==> config.mk <==
export PLATFORM = sky130hd
export DESIGN_NAME = drdy_handshake_ctrl
export DESIGN_NICKNAME = d
export VERILOG_FILES = /design/src/rtl/drdy_pkg.sv /design/src/rtl/drdy_period_timer.sv /design/src/rtl/drdy_stage.sv /design/src/rtl/drdy_flag_ctrl.sv /design/src/rtl/drdy_handshake_ctrl.sv
export SDC_FILE = /design/constraint.sdc
export NUM_CORES = 1
export LEC_CHECK = 0
export ABC_AREA = 1
export CAP_MARGIN = 30
export CORE_MARGIN = 2
export CORE_UTILIZATION = 51
export CTS_CLUSTER_SIZE = 8
export DETAILED_ROUTE_END_ITERATION = 10
export PLACE_DENSITY = 0.88
export SLEW_MARGIN = 5
export SYNTH_ARGS = -nofsm -noshare
export SYNTH_HDL_FRONTEND = slang
export SYNTH_SLANG_ARGS = --single-unit
==> constraint.sdc <==
create_clock -name clk -period 2 [get_ports clk]
set_clock_uncertainty 0.1 [all_clocks]
set_input_delay 0.4 -clock clk [delete_from_list [all_inputs] [get_ports clk]]
set_output_delay 0.4 -clock clk [all_outputs]
set_load 0.02 [all_outputs]
==> src/rtl/drdy_pkg.sv <==
package drdy_pkg;

    // Flag controller states; only FLG_AVAIL drives the ready flag low.
    typedef enum logic [1:0] {
        FLG_WAIT  = 2'd0,
        FLG_AVAIL = 2'd1,
        FLG_BLANK = 2'd2
    } flag_state_t;

endpackage

==> src/rtl/drdy_period_timer.sv <==
module drdy_period_timer #(
    parameter int PERIOD = 2000,
    parameter int BLANK  = 500
) (
    input  logic clk,
    input  logic rst_n,
    input  logic restart,
    output logic at_update,
    output logic blank_next
);
    localparam int CW = (PERIOD > 1) ? $clog2(PERIOD) : 1;
    localparam logic [CW-1:0] LAST_POS    = CW'(PERIOD - 1);
    localparam logic [CW-1:0] BLANK_START = CW'(PERIOD - BLANK);

    typedef struct packed {
        logic [CW-1:0] cnt;
    } tmr_t;

    tmr_t tmr_d, tmr_q;

    always_comb begin
        tmr_d     = tmr_q;
        at_update = (tmr_q.cnt == LAST_POS);
        if (restart || at_update) begin
            tmr_d.cnt = '0;
        end else begin
            tmr_d.cnt = tmr_q.cnt + 1'b1;
        end
        blank_next = (tmr_d.cnt >= BLANK_START);
    end

    always_ff @(posedge clk) begin
        if (!rst_n) begin
            tmr_q <= '0;
        end else begin
            tmr_q <= tmr_d;
        end
    end

    AST_CNT_BOUND: assert property (@(posedge clk) disable iff (!rst_n)
        tmr_q.cnt <= LAST_POS);

    AST_RESTART_ZERO: assert property (@(posedge clk) disable iff (!rst_n)
        restart |=> (tmr_q.cnt == '0));

    AST_WRAP_ZERO: assert property (@(posedge clk) disable iff (!rst_n)
        at_update |=> (tmr_q.cnt == '0));

endmodule

==> src/rtl/drdy_stage.sv <==
module drdy_stage #(
    parameter int WORD_W = 16
) (
    input  logic              clk,
    input  logic              rst_n,
    input  logic              conv_valid,
    input  logic [WORD_W-1:0] conv_word,
    input  logic              take,
    output logic              pending,
    output logic [WORD_W-1:0] staged_word
);
    typedef struct packed {
        logic              pend;
        logic [WORD_W-1:0] word;
    } stg_t;

    stg_t stg_d, stg_q;

    always_comb begin
        stg_d = stg_q;
        if (conv_valid) begin
            stg_d.word = conv_word;
            stg_d.pend = 1'b1;
        end else if (take) begin
            stg_d.pend = 1'b0;
        end
    end

    always_ff @(posedge clk) begin
        if (!rst_n) begin
            stg_q <= '0;
        end else begin
            stg_q <= stg_d;
        end
    end

    assign pending     = stg_q.pend;
    assign staged_word = stg_q.word;

    AST_STROBE_PENDS: assert property (@(posedge clk) disable iff (!rst_n)
        conv_valid |=> pending);

    AST_TAKE_CLEARS: assert property (@(posedge clk) disable iff (!rst_n)
        (take && !conv_valid) |=> !pending);

endmodule

==> src/rtl/drdy_flag_ctrl.sv <==
module drdy_flag_ctrl
    import drdy_pkg::*;
#(
    parameter int WORD_W = 16
) (
    input  logic              clk,
    input  logic              rst_n,
    input  logic              at_update,
    input  logic              blank_next,
    input  logic              cal_done,
    input  logic              rd_done,
    input  logic              pending,
    input  logic [WORD_W-1:0] staged_word,
    output logic              take,
    output logic [WORD_W-1:0] data_word,
    output logic              rdy_n
);
    typedef struct packed {
        flag_state_t       st;
        logic [WORD_W-1:0] data;
    } flg_t;

    flg_t flg_d, flg_q;

    always_comb begin
        flg_d = flg_q;
        take  = at_update && pending;
        if (take) begin
            flg_d.data = staged_word;
        end
        if (cal_done || take) begin
            flg_d.st = FLG_AVAIL;
        end else if (at_update) begin
            flg_d.st = FLG_WAIT;
        end else if (blank_next) begin
            flg_d.st = FLG_BLANK;
        end else if (rd_done && flg_q.st == FLG_AVAIL) begin
            flg_d.st = FLG_WAIT;
        end
    end

    always_ff @(posedge clk) begin
        if (!rst_n) begin
            flg_q.st   <= FLG_WAIT;
            flg_q.data <= '0;
        end else begin
            flg_q <= flg_d;
        end
    end

    assign data_word = flg_q.data;
    assign rdy_n     = (flg_q.st != FLG_AVAIL);

    AST_WORD_ONLY_AT_UPDATE: assert property (@(posedge clk) disable iff (!rst_n)
        (data_word != $past(data_word)) |-> $past(at_update));

    AST_READ_RAISES: assert property (@(posedge clk) disable iff (!rst_n)
        (rd_done && !at_update && !cal_done) |=> rdy_n);

    AST_CAL_LOWERS: assert property (@(posedge clk) disable iff (!rst_n)
        cal_done |=> !rdy_n);

    AST_READ_KEEPS_WORD: assert property (@(posedge clk) disable iff (!rst_n)
        (rd_done && !at_update) |=> $stable(data_word));

endmodule

==> src/rtl/drdy_handshake_ctrl.sv <==
module drdy_handshake_ctrl #(
    parameter int WORD_W = 16,
    parameter int PERIOD = 2000,
    parameter int BLANK  = 500
) (
    input  logic              clk,
    input  logic              rst_n,
    input  logic              conv_valid,
    input  logic [WORD_W-1:0] conv_word,
    input  logic              rd_done,
    input  logic              cal_done,
    output logic [WORD_W-1:0] data_word,
    output logic              rdy_n
);
    logic              at_update;
    logic              blank_next;
    logic              take;
    logic              pending;
    logic [WORD_W-1:0] staged_word;

    drdy_period_timer #(
        .PERIOD (PERIOD),
        .BLANK  (BLANK)
    ) u_timer (
        .clk        (clk),
        .rst_n      (rst_n),
        .restart    (cal_done),
        .at_update  (at_update),
        .blank_next (blank_next)
    );

    drdy_stage #(
        .WORD_W (WORD_W)
    ) u_stage (
        .clk         (clk),
        .rst_n       (rst_n),
        .conv_valid  (conv_valid),
        .conv_word   (conv_word),
        .take        (take),
        .pending     (pending),
        .staged_word (staged_word)
    );

    drdy_flag_ctrl #(
        .WORD_W (WORD_W)
    ) u_flag (
        .clk         (clk),
        .rst_n       (rst_n),
        .at_update   (at_update),
        .blank_next  (blank_next),
        .cal_done    (cal_done),
        .rd_done     (rd_done),
        .pending     (pending),
        .staged_word (staged_word),
        .take        (take),
        .data_word   (data_word),
        .rdy_n       (rdy_n)
    );

    AST_BLANK_FORCES_HIGH: assert property (@(posedge clk) disable iff (!rst_n)
        (blank_next && !cal_done) |=> rdy_n);

    AST_BLANK_IGNORES_READ: assert property (@(posedge clk) disable iff (!rst_n)
        (blank_next && rd_done && !cal_done) |=> $stable(data_word));

endmodule

* After elaboration in Yosys (flattened, before gate mapping)
Index checks and enable logic that the tools add are counted.
** Operators by class
- Add/subtract/negate cells :: 1
- Magnitude comparators :: 1
- Equal/unequal tests :: 3
- Muxes and demuxes :: 7
- Bitwise gates (word level) :: 1
- Reductions and logical operators :: 8
** Operators with widths (number)
- adder 11 x 1 -> 11 bit (second input constant) :: 1
- == test 11 bit (second input constant) :: 1
- >= comparator 11 bit (second input constant) :: 1
- 2-to-1 mux 11 bit :: 1
- 2-to-1 mux 1 bit :: 4
- 2-to-1 mux 2 bit :: 2
- nonzero test 2 bit :: 2
- nonzero test 4 bit :: 1
- OR reduction 3 bit :: 1
- == test 2 x 1 -> 1 bit (second input constant) :: 1
- logical AND 1 bit :: 2
- logical OR 1 bit :: 2
- inequality test 2 x 1 -> 1 bit (second input constant) :: 1
- inverter 1 bit :: 1
** Storage, ports and cells
- Bits in registers :: 46
- Input port bits :: 21
- Output and inout port bits :: 17
- Logic and storage cells :: 27

* Depth between registers and ports, before layout
- Depth after elaboration :: 7
- Gate-level depth with buffers :: 13
- Gate-level depth less buffers :: 13

* Cells and area by module
A second synthesis with hierarchy kept.
** Second synthesis, totals
- Cell total of the unflattened synthesis :: 262
- Area, all modules :: 1985.7 µm²
** By module, submodules not included
- drdy_flag_ctrl :: times used 1, cells each 99, area each 789.5 µm², sequential area each 360.3 µm²
- drdy_period_timer :: times used 1, cells each 90, area each 608.1 µm², sequential area each 220.2 µm²
- drdy_stage :: times used 1, cells each 73, area each 588.1 µm², sequential area each 340.3 µm²

* Least setup slack after synthesis
No wires, ideal clock.
- Path type :: register to register
- Start :: register u_timer.tmr_q[0] in the netlist's numbering
- End :: register u_flag.flg_q, in the netlist u_flag.data_word[1]
- Arrival time :: 1.327 ns
- Required time :: 1.780 ns
- Path slack :: 0.453 ns
- Cell stages (with the launch flop) :: 10
- Path buffers :: 1
- Period minus slack after synthesis :: 1.547 ns
- Cell sequence :: dfxtp_1 ha_1 nand3_2 nor2_2 nand2_2 inv_2 nand2_2 buf_2 o21ai_1 a21oi_1
** Between the ends
- Word-level cells in the longest chain between the ends :: 2
** Ends and longest elaborated chain
- start, declared :: line drdy_period_timer.sv:19 : tmr_t tmr_d, tmr_q;
- start signal, assigned :: line drdy_period_timer.sv:36 : tmr_q <= tmr_d;
- == test 11 bit :: line drdy_period_timer.sv:23 : at_update = (tmr_q.cnt == LAST_POS);
- logical AND 1 bit :: line drdy_flag_ctrl.sv:27 : take = at_update && pending;
- end signal, assigned :: line drdy_flag_ctrl.sv:47 : flg_q <= flg_d;
- end, declared :: line drdy_flag_ctrl.sv:23 : flg_t flg_d, flg_q;
Every way passes these cells.
A chain may end at the register's enable or synchronous reset.

* Worst setup path after layout
- Start :: register u_flag.flg_q[17] in the netlist's numbering
- End :: output port rdy_n
** Between the ends
- Word-level cells in the longest chain between the ends :: 1
** Ends and longest elaborated chain
- inequality test 2 x 1 -> 1 bit :: line drdy_flag_ctrl.sv:52 : assign rdy_n = (flg_q.st != FLG_AVAIL);
- end, declared :: line drdy_handshake_ctrl.sv:13 : output logic rdy_n
Every way passes these cells.

==> results.cfg <==
[yosys]
yosysMostFrequentCell = nor2_1
synth_area_leader_cell = dfxtp_1
synth_edf_count = 0
synthArstFlopShare_pct = 0
yosys_warnings = 0
synth-main-ff-cell = dfxtp_1
yosys-top-cells-area = dfxtp_1, nor2_1, nand2_1, buf_4, inv_1
synthTopCellsByCount = nor2_1, dfxtp_1, nand2_1
avgSynthCellArea_sq_um = 7.38
synthDominantCellAreaShare_pct = 46.9
synth-seq-cells = 46
synth_area_sq_um = 1960
yosysSeqAreaShare_pct = 46.9
synthDistinctLibCells = 24
synth_cells = 266
syn_nets = 288

[routing]
vias_per_cell = 4.71
drc_errors = 0
drtIter0Drc = 55
wl_um = 3590
dr.pass1.iters = 4
vias = 1600
wl_per_cell_um = 10.6
drtAntennaViolNets = 0

[final_layout]
area_delta_synth_final_pct = 21.6
multi_input_area_sq_um = 761
num_antenna_cells = 0
drive_above_1_share_pct = 9.25
utilization_pct = 64.7
final_nets = 313
regArea_sq_um = 921
fillers = 342

[power]
p_clk_share_pct = 38.4
p_per_area_nw_per_um2 = 729
comb_power_share_pct = 6.8
vdd_ir_drop_max_mv = 0.482
internal_power_w = 0.00138
p_switching_w = 0.000364
swShare_pct = 20.9
total_power_w = 0.00174
p_leak_nw = 0.931
p_seq_share_pct = 54.8

[worst_setup_path]
worstSetupStartpoint = u_flag.flg_q[17]
cpPeakStageDelay_ns = 0.59
cp-start-kind = flop
crit_path_top_delay_cell = clkdlybuf4s50_1
end_kind = primary output
path_class = flop to primary output
worstReg2RegStart = u_timer.tmr_q[0]
cp_top_family = buffers and inverters
cp_max_fo = 3
arrival_ns = 1.30
worstPathRequired_ns = 1.50
path_cells = inv_1 -> nand2_1 -> clkdlybuf4s50_1
critical_path_buf_inv_count = 2

[timing]
drv_slew = 0
timing.hold.ws_ns = 0.348
grt_setup_unrepaired = false
timing.fmax_mhz = 554
hold_viol = 0
finalSetupViolations = 0
relSlewSlack_pct = 81.7
period_needed_ns = 1.80
worst_pin_slew_ns = 0.274
setup_ws_ns = 0.196
setup_tns_ns = 0
finalCritPeriodShare_pct = 90.2

[global_routing]
first_global_vias = 1423
grt_max_degree = 33
antenna_found_initial = 0
grt_pass1_wl_um = 5980
grt_use_total_pct = 18.0
grt_overflow = 0

[placed_design]
place_ws_ns = 0.233
numPortBuffers = 37
gp_routability_congestion = 0.867
hpwl_um = 2610

[clocking]
clk_latency_ns = 0.29
cts_setup_buffers = 0
htreeDepth = 2
cts-resized-gates = 0
clockBufferDepth = 2
postCtsHoldBufs = 0
cts_inserted_buffers = 5
cts_tree = yes
cts_root_buf = clkbuf_8
clock_sinks = 46
clk_pin_slew_ns = 0.08

[floorplanning]
start_util_pct = 53.2
design.core.area_sq_um = 3690
die_h_um = 66.0
pin_count = 38
rows = 22
die_area_sq_um = 4360
die_x_um = 66.0

[run_status]
status = finished clean

[min_path]
hp-class = flop to flop
hp-start = u_flag.data_word[12]

[flow_run]
maxCapViolations = 0
## final timing paths
| kind | endpoint | slack (ns) | depth (start not counted) |
|---|---|---|---|
| worst max-delay path | rdy_n | 0.20 | 3 |
| worst min-delay path | u_flag.data_word[12] | 0.35 | 2 |
| worst max register to register | u_flag.data_word[1] | 0.26 | 9 |
| worst min register to register | u_flag.data_word[12] | 0.35 | 2 |
## per-stage QoR
step                cells  instance area [sq um]
floorplan             266                   1960
global placement      332                   2280
detailed placement    332                   2280
CTS                   340                   2390
global route          340                   2390
finish                340                   2390
## logic make-up (layout without fill, tap and decap cells)
family	after synthesis	count (layout)	share of synthesized area (%)
xor+xnor	1	1	0.446
compound gates	56	56	15.0
simple gates	104	104	22.6
buf+inv	58	84	14.3
fa+ha+maj	1	1	0.637
flops	46	46	46.9
## tightest hold or removal path, cell delays in order, from the launching register on
cell and delay, ns:
dfxtp_1 0.32, inv_1 0.05, a21oi_1 0.05
## power by group through the flow
stage / combinational (W) / sequential [W] / clock [W]
after floorplan: 0.0000585 / 0.000973 / 0
after global placement: 0.000116 / 0.000975 / 0
after detailed placement: 0.000118 / 0.000976 / 0
after CTS: 0.000119 / 0.000954 / 0.000681
after global routing: 0.000133 / 0.000958 / 0.000723
final: 0.000118 / 0.000955 / 0.000668
## layer usage
layer / track usage, % / share of wire [%] / up-vias
met5: 0 / 0 / -
met4: 8.93 / 1.8 / 0
met3: 4.77 / 5.6 / 7
met2: 29.4 / 47 / 37
met1: 21.9 / 45 / 686
li1: - / - / 870
## layout make-up
class / count / area share [%]
clock buffers: 6 / 3.04
clock inverters: 2 / 1.57
inverters: 34 / 5.35
multi-input cells: 162 / 31.9
flip-flops and latches: 46 / 38.6
well taps: 48 / 2.52
repair buffers: 42 / 17.1
## cells in the final DEF (no fill, tap or decap), types with 4 or more instances in the layout
master	instances
a21oi_1	18
buf_4	5
clkbuf_8	5
clkdlybuf4s50_1	37
dfxtp_1	46
inv_1	31
nand2_1	33
nand2_2	5
nand3_1	4
nor2_1	51
nor3_1	4
o21ai_0	19
o21ai_1	14
## sequential cells by signal, indices dropped and copies added, names as in the netlist
name and count:
u_flag.data_word 16, u_flag.flg_q 2, u_stage.pending 1, u_stage.staged_word 16, u_timer.tmr_q 11
No activity file was read; power rests on OpenSTA's default activity.
